<file path="src/rtl/os_pkg.sv">
`timescale 1ns/1ps
// Shared types for the one-shot pulse generator.
package os_pkg;
    typedef enum logic {
        MODE_ONESHOT = 1'b0,
        MODE_RETRIG  = 1'b1
    } os_mode_e;
endpackage

</file>
<file path="src/rtl/os_sync.sv">
`timescale 1ns/1ps
// Multi-stage synchronizer for one asynchronous bit.
// Assumes the input is quasi-static compared with the clock period.
module os_sync #(
    parameter int STAGES = 2
) (
    input  logic clk,
    input  logic rst_n,
    input  logic async_in,
    output logic sync_out
);
    logic [STAGES-1:0] chain;

    // Shift the input through the flop chain.
    always_ff @(posedge clk) begin
        if (!rst_n) chain <= '0;
        else        chain <= {chain[STAGES-2:0], async_in};
    end

    assign sync_out = chain[STAGES-1];
endmodule

</file>
<file path="src/rtl/os_rise.sv">
`timescale 1ns/1ps
// Rising-edge detector on a signal that is already synchronous.
// Output is high for one cycle when the sample is 1 and the previous sample was 0.
module os_rise (
    input  logic clk,
    input  logic rst_n,
    input  logic level,
    output logic rise
);
    logic prev;

    // Remember the previous sample.
    always_ff @(posedge clk) begin
        if (!rst_n) prev <= 1'b0;
        else        prev <= level;
    end

    assign rise = level & ~prev;
endmodule

</file>
<file path="src/rtl/os_timer.sv">
`timescale 1ns/1ps
// Down-counter holding the pulse interval.
// cnt is nonzero exactly while a pulse is active. A new pulse loads max(duration,1).
// A restart is allowed only when the running pulse began in retrigger mode
// and the mode is still retrigger when the edge arrives.
module os_timer
    import os_pkg::*;
#(
    parameter int DUR_W = 8
) (
    input  logic             clk,
    input  logic             rst_n,
    input  logic             rise,
    input  os_mode_e         mode,
    input  logic [DUR_W-1:0] duration,
    output logic [DUR_W-1:0] cnt,
    output logic [DUR_W-1:0] cnt_nxt,
    output logic             run_retrig
);
    localparam logic [DUR_W-1:0] ONE = DUR_W'(1);

    logic             busy;
    logic             start;
    logic             restart;
    logic [DUR_W-1:0] load_val;

    // Decide start, restart and the next count value.
    always_comb begin
        busy     = (cnt != '0);
        start    = rise && !busy;
        restart  = rise && busy && (mode == MODE_RETRIG) && run_retrig;
        load_val = (duration == '0) ? ONE : duration;
        if (start || restart) cnt_nxt = load_val;
        else if (busy)        cnt_nxt = cnt - ONE;
        else                  cnt_nxt = '0;
    end

    // Update the counter and the mode captured when a pulse starts.
    always_ff @(posedge clk) begin
        if (!rst_n) begin
            cnt        <= '0;
            run_retrig <= 1'b0;
        end else begin
            cnt <= cnt_nxt;
            if (start) run_retrig <= (mode == MODE_RETRIG);
        end
    end
endmodule

</file>
<file path="src/rtl/os_pulse_gen.sv">
`timescale 1ns/1ps
// Synchronous one-shot: trigger synchronizer, edge detector, interval timer
// and complementary registered outputs.
// Assumes trig_in may be asynchronous; retrig_mode and duration are synchronous to clk.
module os_pulse_gen
    import os_pkg::*;
#(
    parameter int DUR_W       = 8,
    parameter int SYNC_STAGES = 2
) (
    input  logic             clk,
    input  logic             rst_n,
    input  logic             trig_in,
    input  logic             retrig_mode,
    input  logic [DUR_W-1:0] duration,
    output logic             q,
    output logic             q_n
);
    logic             trig_s;
    logic             rise;
    logic [DUR_W-1:0] cnt;
    logic [DUR_W-1:0] cnt_nxt;
    logic             run_retrig;
    os_mode_e         mode;

    assign mode = os_mode_e'(retrig_mode);

    os_sync #(.STAGES(SYNC_STAGES)) u_sync (
        .clk      (clk),
        .rst_n    (rst_n),
        .async_in (trig_in),
        .sync_out (trig_s)
    );

    os_rise u_rise (
        .clk   (clk),
        .rst_n (rst_n),
        .level (trig_s),
        .rise  (rise)
    );

    os_timer #(.DUR_W(DUR_W)) u_timer (
        .clk        (clk),
        .rst_n      (rst_n),
        .rise       (rise),
        .mode       (mode),
        .duration   (duration),
        .cnt        (cnt),
        .cnt_nxt    (cnt_nxt),
        .run_retrig (run_retrig)
    );

    // Register the true and inverted outputs as separate flops.
    always_ff @(posedge clk) begin
        if (!rst_n) begin
            q   <= 1'b0;
            q_n <= 1'b1;
        end else begin
            q   <= (cnt_nxt != '0);
            q_n <= (cnt_nxt == '0);
        end
    end
endmodule

</file>
<file path="config.mk">
export PLATFORM = sky130hd
export DESIGN_NAME = os_pulse_gen
export DESIGN_NICKNAME = d
export VERILOG_FILES = /design/src/rtl/os_pkg.sv /design/src/rtl/os_sync.sv /design/src/rtl/os_rise.sv /design/src/rtl/os_timer.sv /design/src/rtl/os_pulse_gen.sv
export SDC_FILE = /design/constraint.sdc
export NUM_CORES = 1
export LEC_CHECK = 0
export CAP_MARGIN = 10
export CELL_PAD_IN_SITES_DETAIL_PLACEMENT = 2
export CELL_PAD_IN_SITES_GLOBAL_PLACEMENT = 2
export CORE_MARGIN = 10
export CORE_UTILIZATION = 30
export DETAILED_ROUTE_END_ITERATION = 10
export HOLD_SLACK_MARGIN = 0.1
export PLACE_DENSITY = 0.76
export SLEW_MARGIN = 40
export SYNTH_ARGS = -nofsm -noshare
export SYNTH_HDL_FRONTEND = slang
export SYNTH_SLANG_ARGS = --single-unit
</file>
<file path="constraint.sdc">
create_clock -name clk -period 2.35 [get_ports clk]
set_input_delay 0.47 -clock clk [delete_from_list [all_inputs] [get_ports clk]]
set_output_delay 0.47 -clock clk [all_outputs]
set_load 0.01 [all_outputs]
</file>
==> out/qor_table.md <==
| Stage | Quantity | Value |
|:---|:---|:---|
| run status | Status | finished, final reports clean |
| global route | Gr usage total | 8.88% |
| die | Total I/O pin count | 14 |
| timing | Fin crit share | 84.8% |
| critical path | Worst setup path startpoint | u_timer.cnt[2] |
| placement | Input/output buffers | 13 |
| yosys | Post-Syn Instances | 75 |
| placement | Weighted congestion at the end of routability-driven global placement | 0.787 |
| clock network | H-tree depth | 1 |
| clock network | Longest Clk Path Bufs | 2 |
| power | Clock share of power | 12.1% |
| critical path | Crit path kind | flip-flop to flip-flop |
| power | Max IR drop VDD | 0.000510 V |
| power | Net switching power figure | 459 µW |
| yosys | Top cell type's share of synthesized area | 38.2% |
| timing | Tightest slew margin relative to the limit | 70.7% |
| clock network | Clock sink count | 14 |
| global route | Antenna violations before repair | 0 |
| critical path | Worst reg2reg path startpoint | u_timer.cnt[2] |
| timing | Final sum of negative setup slack | 0 ns |
| die | Core box area | 2280 µm² |
| worst hold path | Class of the most critical hold timing path | flip-flop to flip-flop |
| yosys | Synth async-reset ratio | 0% |
| clock network | Clock root buffer | clkbuf_4 |
| timing | Final number of hold-violating endpoints | 0 |
| die | Chip Width | 69.5 µm |
| clock network | Number of buffers inserted by hold repair at cts | 0 |
| finish | Growth of design area from synthesis to finish | 26.1% |
| placement | Placed standard-cell area | 903 µm² |
| yosys | Total of warnings raised by yosys | 0 |
| detailed routing | Final routed wire length divided by cell count | 17.2 µm |
| power | LEAKAGE | 0.000341 µW |
| critical path | Crit-path cells | or3_4, nor4_1, xor2_1, a22o_1, o41a_1 |
| finish | Final non-filler cell total | 119 |
| finish | Filler instances | 260 |
| placement | Total half-perimeter wirelength after legalization and detailed placement | 1700 µm |
| yosys | Top-count cell post-synth | dfxtp_1 |
| yosys | Nets in the synthesized netlist | 89 |
| timing | Slew of the pin with the lowest slew margin | 0.436 ns |
| yosys | Main area contributors after synthesis | dfxtp_1 (38%), and2_1 (5.1%), nand2_1 (3.6%), xnor2_1 (3.6%), ha_1 (3.4%) |
| yosys | Number of enable-type register cells in the synthesized netlist | 0 |
| detailed routing | Drt first-iter violations | 8 |
| detailed routing | First-pass detailed-route iteration total | 3 |
| timing | Min Tclk post-route | 1.99 ns |
| timing | Worst-case clock skew | 0.00386 ns |
| clock network | CTS Buf Count | 3 |
| critical path | Largest fanout on the critical path | 4 |
| yosys | Main flop type after synthesis | dfxtp_1 |
| timing | Setup repair after global routing missed its margin | no |
| global route | Vias in the first global route | 729 |
| yosys | Count of state elements after synthesis | 14 |
| finish | Share of post-route cells with drive strength above 1 | 15.4% |
| global route | Largest net degree at the start of global routing | 15 |
| global route | Wire length of the first global-routing pass | 3500 µm |
| die | Number of rows in the core area | 17 |
| finish | Final instance area | 926 µm² |
| detailed routing | DRT Wirelength | 2040 µm |
| timing | Worst hold margin | 0.450 ns |
| timing | Highest Clock Rate | 502 MHz |
| critical path | Data arrival, critical path | 2.17 ns |
| die | Die area | 4830 µm² |
| clock network | Count of cells resized by post-cts repair | 0 |
| detailed routing | Vias per cell | 5.40 |
| critical path | Kind of capture point of the worst setup path | flip-flop |
| yosys | Commonest cells in the netlist | dfxtp_1 (14), nand2_1 (7), and2_1 (6) |
| power | Switching part of the total power | 40.6% |
| power | Internal cell power | 671 µW |
| yosys | Cell taking the most area after synthesis | dfxtp_1 |
| detailed routing | Total via count after detailed routing | 643 |
| detailed routing | Residual DRC count | 0 |
| clock network | Clock-pin slew on the worst setup and hold paths | 0.08 ns |
| yosys | Post-synthesis average cell area | 9.79 µm² |
| power | Relative contribution of sequential cells to total power | 31.5% |
| clock network | Count of buffers added by post-CTS timing repair for setup | 0 |
| detailed routing | Post-route antenna net violation count | 0 |
| power | Power per unit of standard cell area | 1220 nW/µm² |
| yosys | Total standard cell area after synthesis | 734 µm² |
| die | Die Height | 69.5 µm |
| die | Initial Util | 32.3% |
| power | Combinational power share | 56.4% |
| timing | Final Max Tran Viols | 0 |
| clock network | Clock network latency to the later pin of the worst-skew pair | 0.28 ns |
| yosys | Number of distinct library cell variants in the gate-level netlist after synthesis | 36 |
| finish | Number of antenna repair diodes | 0 |
| clock network | TritonCTS clock tree | done |
| critical path | Critical-path cell with the highest stage delay | or3_4 |
| yosys | Portion of the post-synthesis area used by sequential elements | 38.2% |
| global route | GR Overflow Total | 0 |
| timing | Final setup fails | 0 |
| placement | Number of placed instances with taps included | 116 |
| worst hold path | Worst hold path startpoint | u_sync.chain[0] |
| flow run | Count of max-cap constraint violations | 0 |
| critical path | Sort of element at the start of the critical path | flip-flop |
| finish | Number of nets in the layout | 107 |
| critical path | Worst path required time | 2.53 ns |
| critical path | Crit-path max cell delay | 0.41 ns |
-- stage by stage --
step	util [%]	total power, µW	worst slack (ns)
2_1_floorplan	-	807	0.517
3_3_place_gp	39.7	971	0.0871
3_5_place_dp	39.7	1000	0.0516
4_1_cts	40.7	1140	0.357
5_1_grt	40.7	1230	0.210
6_report	40.7	1130	0.358
-- cells in the final DEF, fill, tap and decap left out, drive strengths merged, types with 3 or more instances in the layout --
master / instances
and2: 6
xnor2: 3
nor4: 3
clkdlybuf4s50: 13
nand2: 8
nor2: 4
clkbuf: 3
o21ai: 3
dfxtp: 14
a21boi: 5
-- registers in the layout, summed over array words and instances, names as in the netlist --
register            count
q                       1
u_rise.prev             1
q_n                     1
u_timer.run_retrig      1
u_sync.chain            2
u_timer.cnt             8
-- metal layers --
layer  vias to the layer above  part of all wire (%)  wire length [µm]  GRT usage [%]
li1                        306                     -                 -              -
met1                       318                    46               930           9.87
met2                        12                    47               967           14.2
met3                         7                   3.1                63           2.43
met4                         0                   4.0                81           6.21
met5                         -                     0                 0              0
-- power by group through the flow --
stage	sequential [µW]	combinational, µW	clock [µW]
floorplan	356	450	0
global placement	358	613	0
detailed placement	363	639	0
CTS	358	644	141
global route	364	706	157
finish	356	638	136
-- cells by family after synthesis --
group | Yosys count | share of synthesized area [%]
buffers and inverters | 3 | 1.53
muxes | 1 | 1.36
xor gates and xnor gates | 5 | 5.96
DFF | 14 | 38.2
adders and majority gates | 2 | 3.41
AOI/OAI and AO/OA | 18 | 21.1
and+or+nand+nor | 32 | 28.5
-- critical path, delay by kind of cell (launching register included) --
family / cells / cell delay (ns)
AND/OR/NAND/NOR: 2 / 0.71
AO/OA/AOI/OAI: 2 / 0.69
flip-flops: 1 / 0.36
XOR/XNOR: 1 / 0.12
-- cell type report --
cell class / instances / area [µm²] / share of cell area (%)
inverter: 2 / 7.51 / 0.811
tap: 28 / 35.0 / 3.78
sequential: 14 / 280 / 30.3
clock buffer: 3 / 22.5 / 2.43
timing repair buffer: 14 / 138 / 14.9
multi-input combinational: 58 / 443 / 47.8
-- final timing paths --
check             slack (ns)  depth (start not counted)              end
setup / recovery        0.36                          5                q
hold / removal          0.45                          1  u_sync.chain[1]
setup reg to reg        0.36                          5                q
hold reg to reg         0.45                          1  u_sync.chain[1]
No activity file was read; power rests on OpenSTA's default activity.
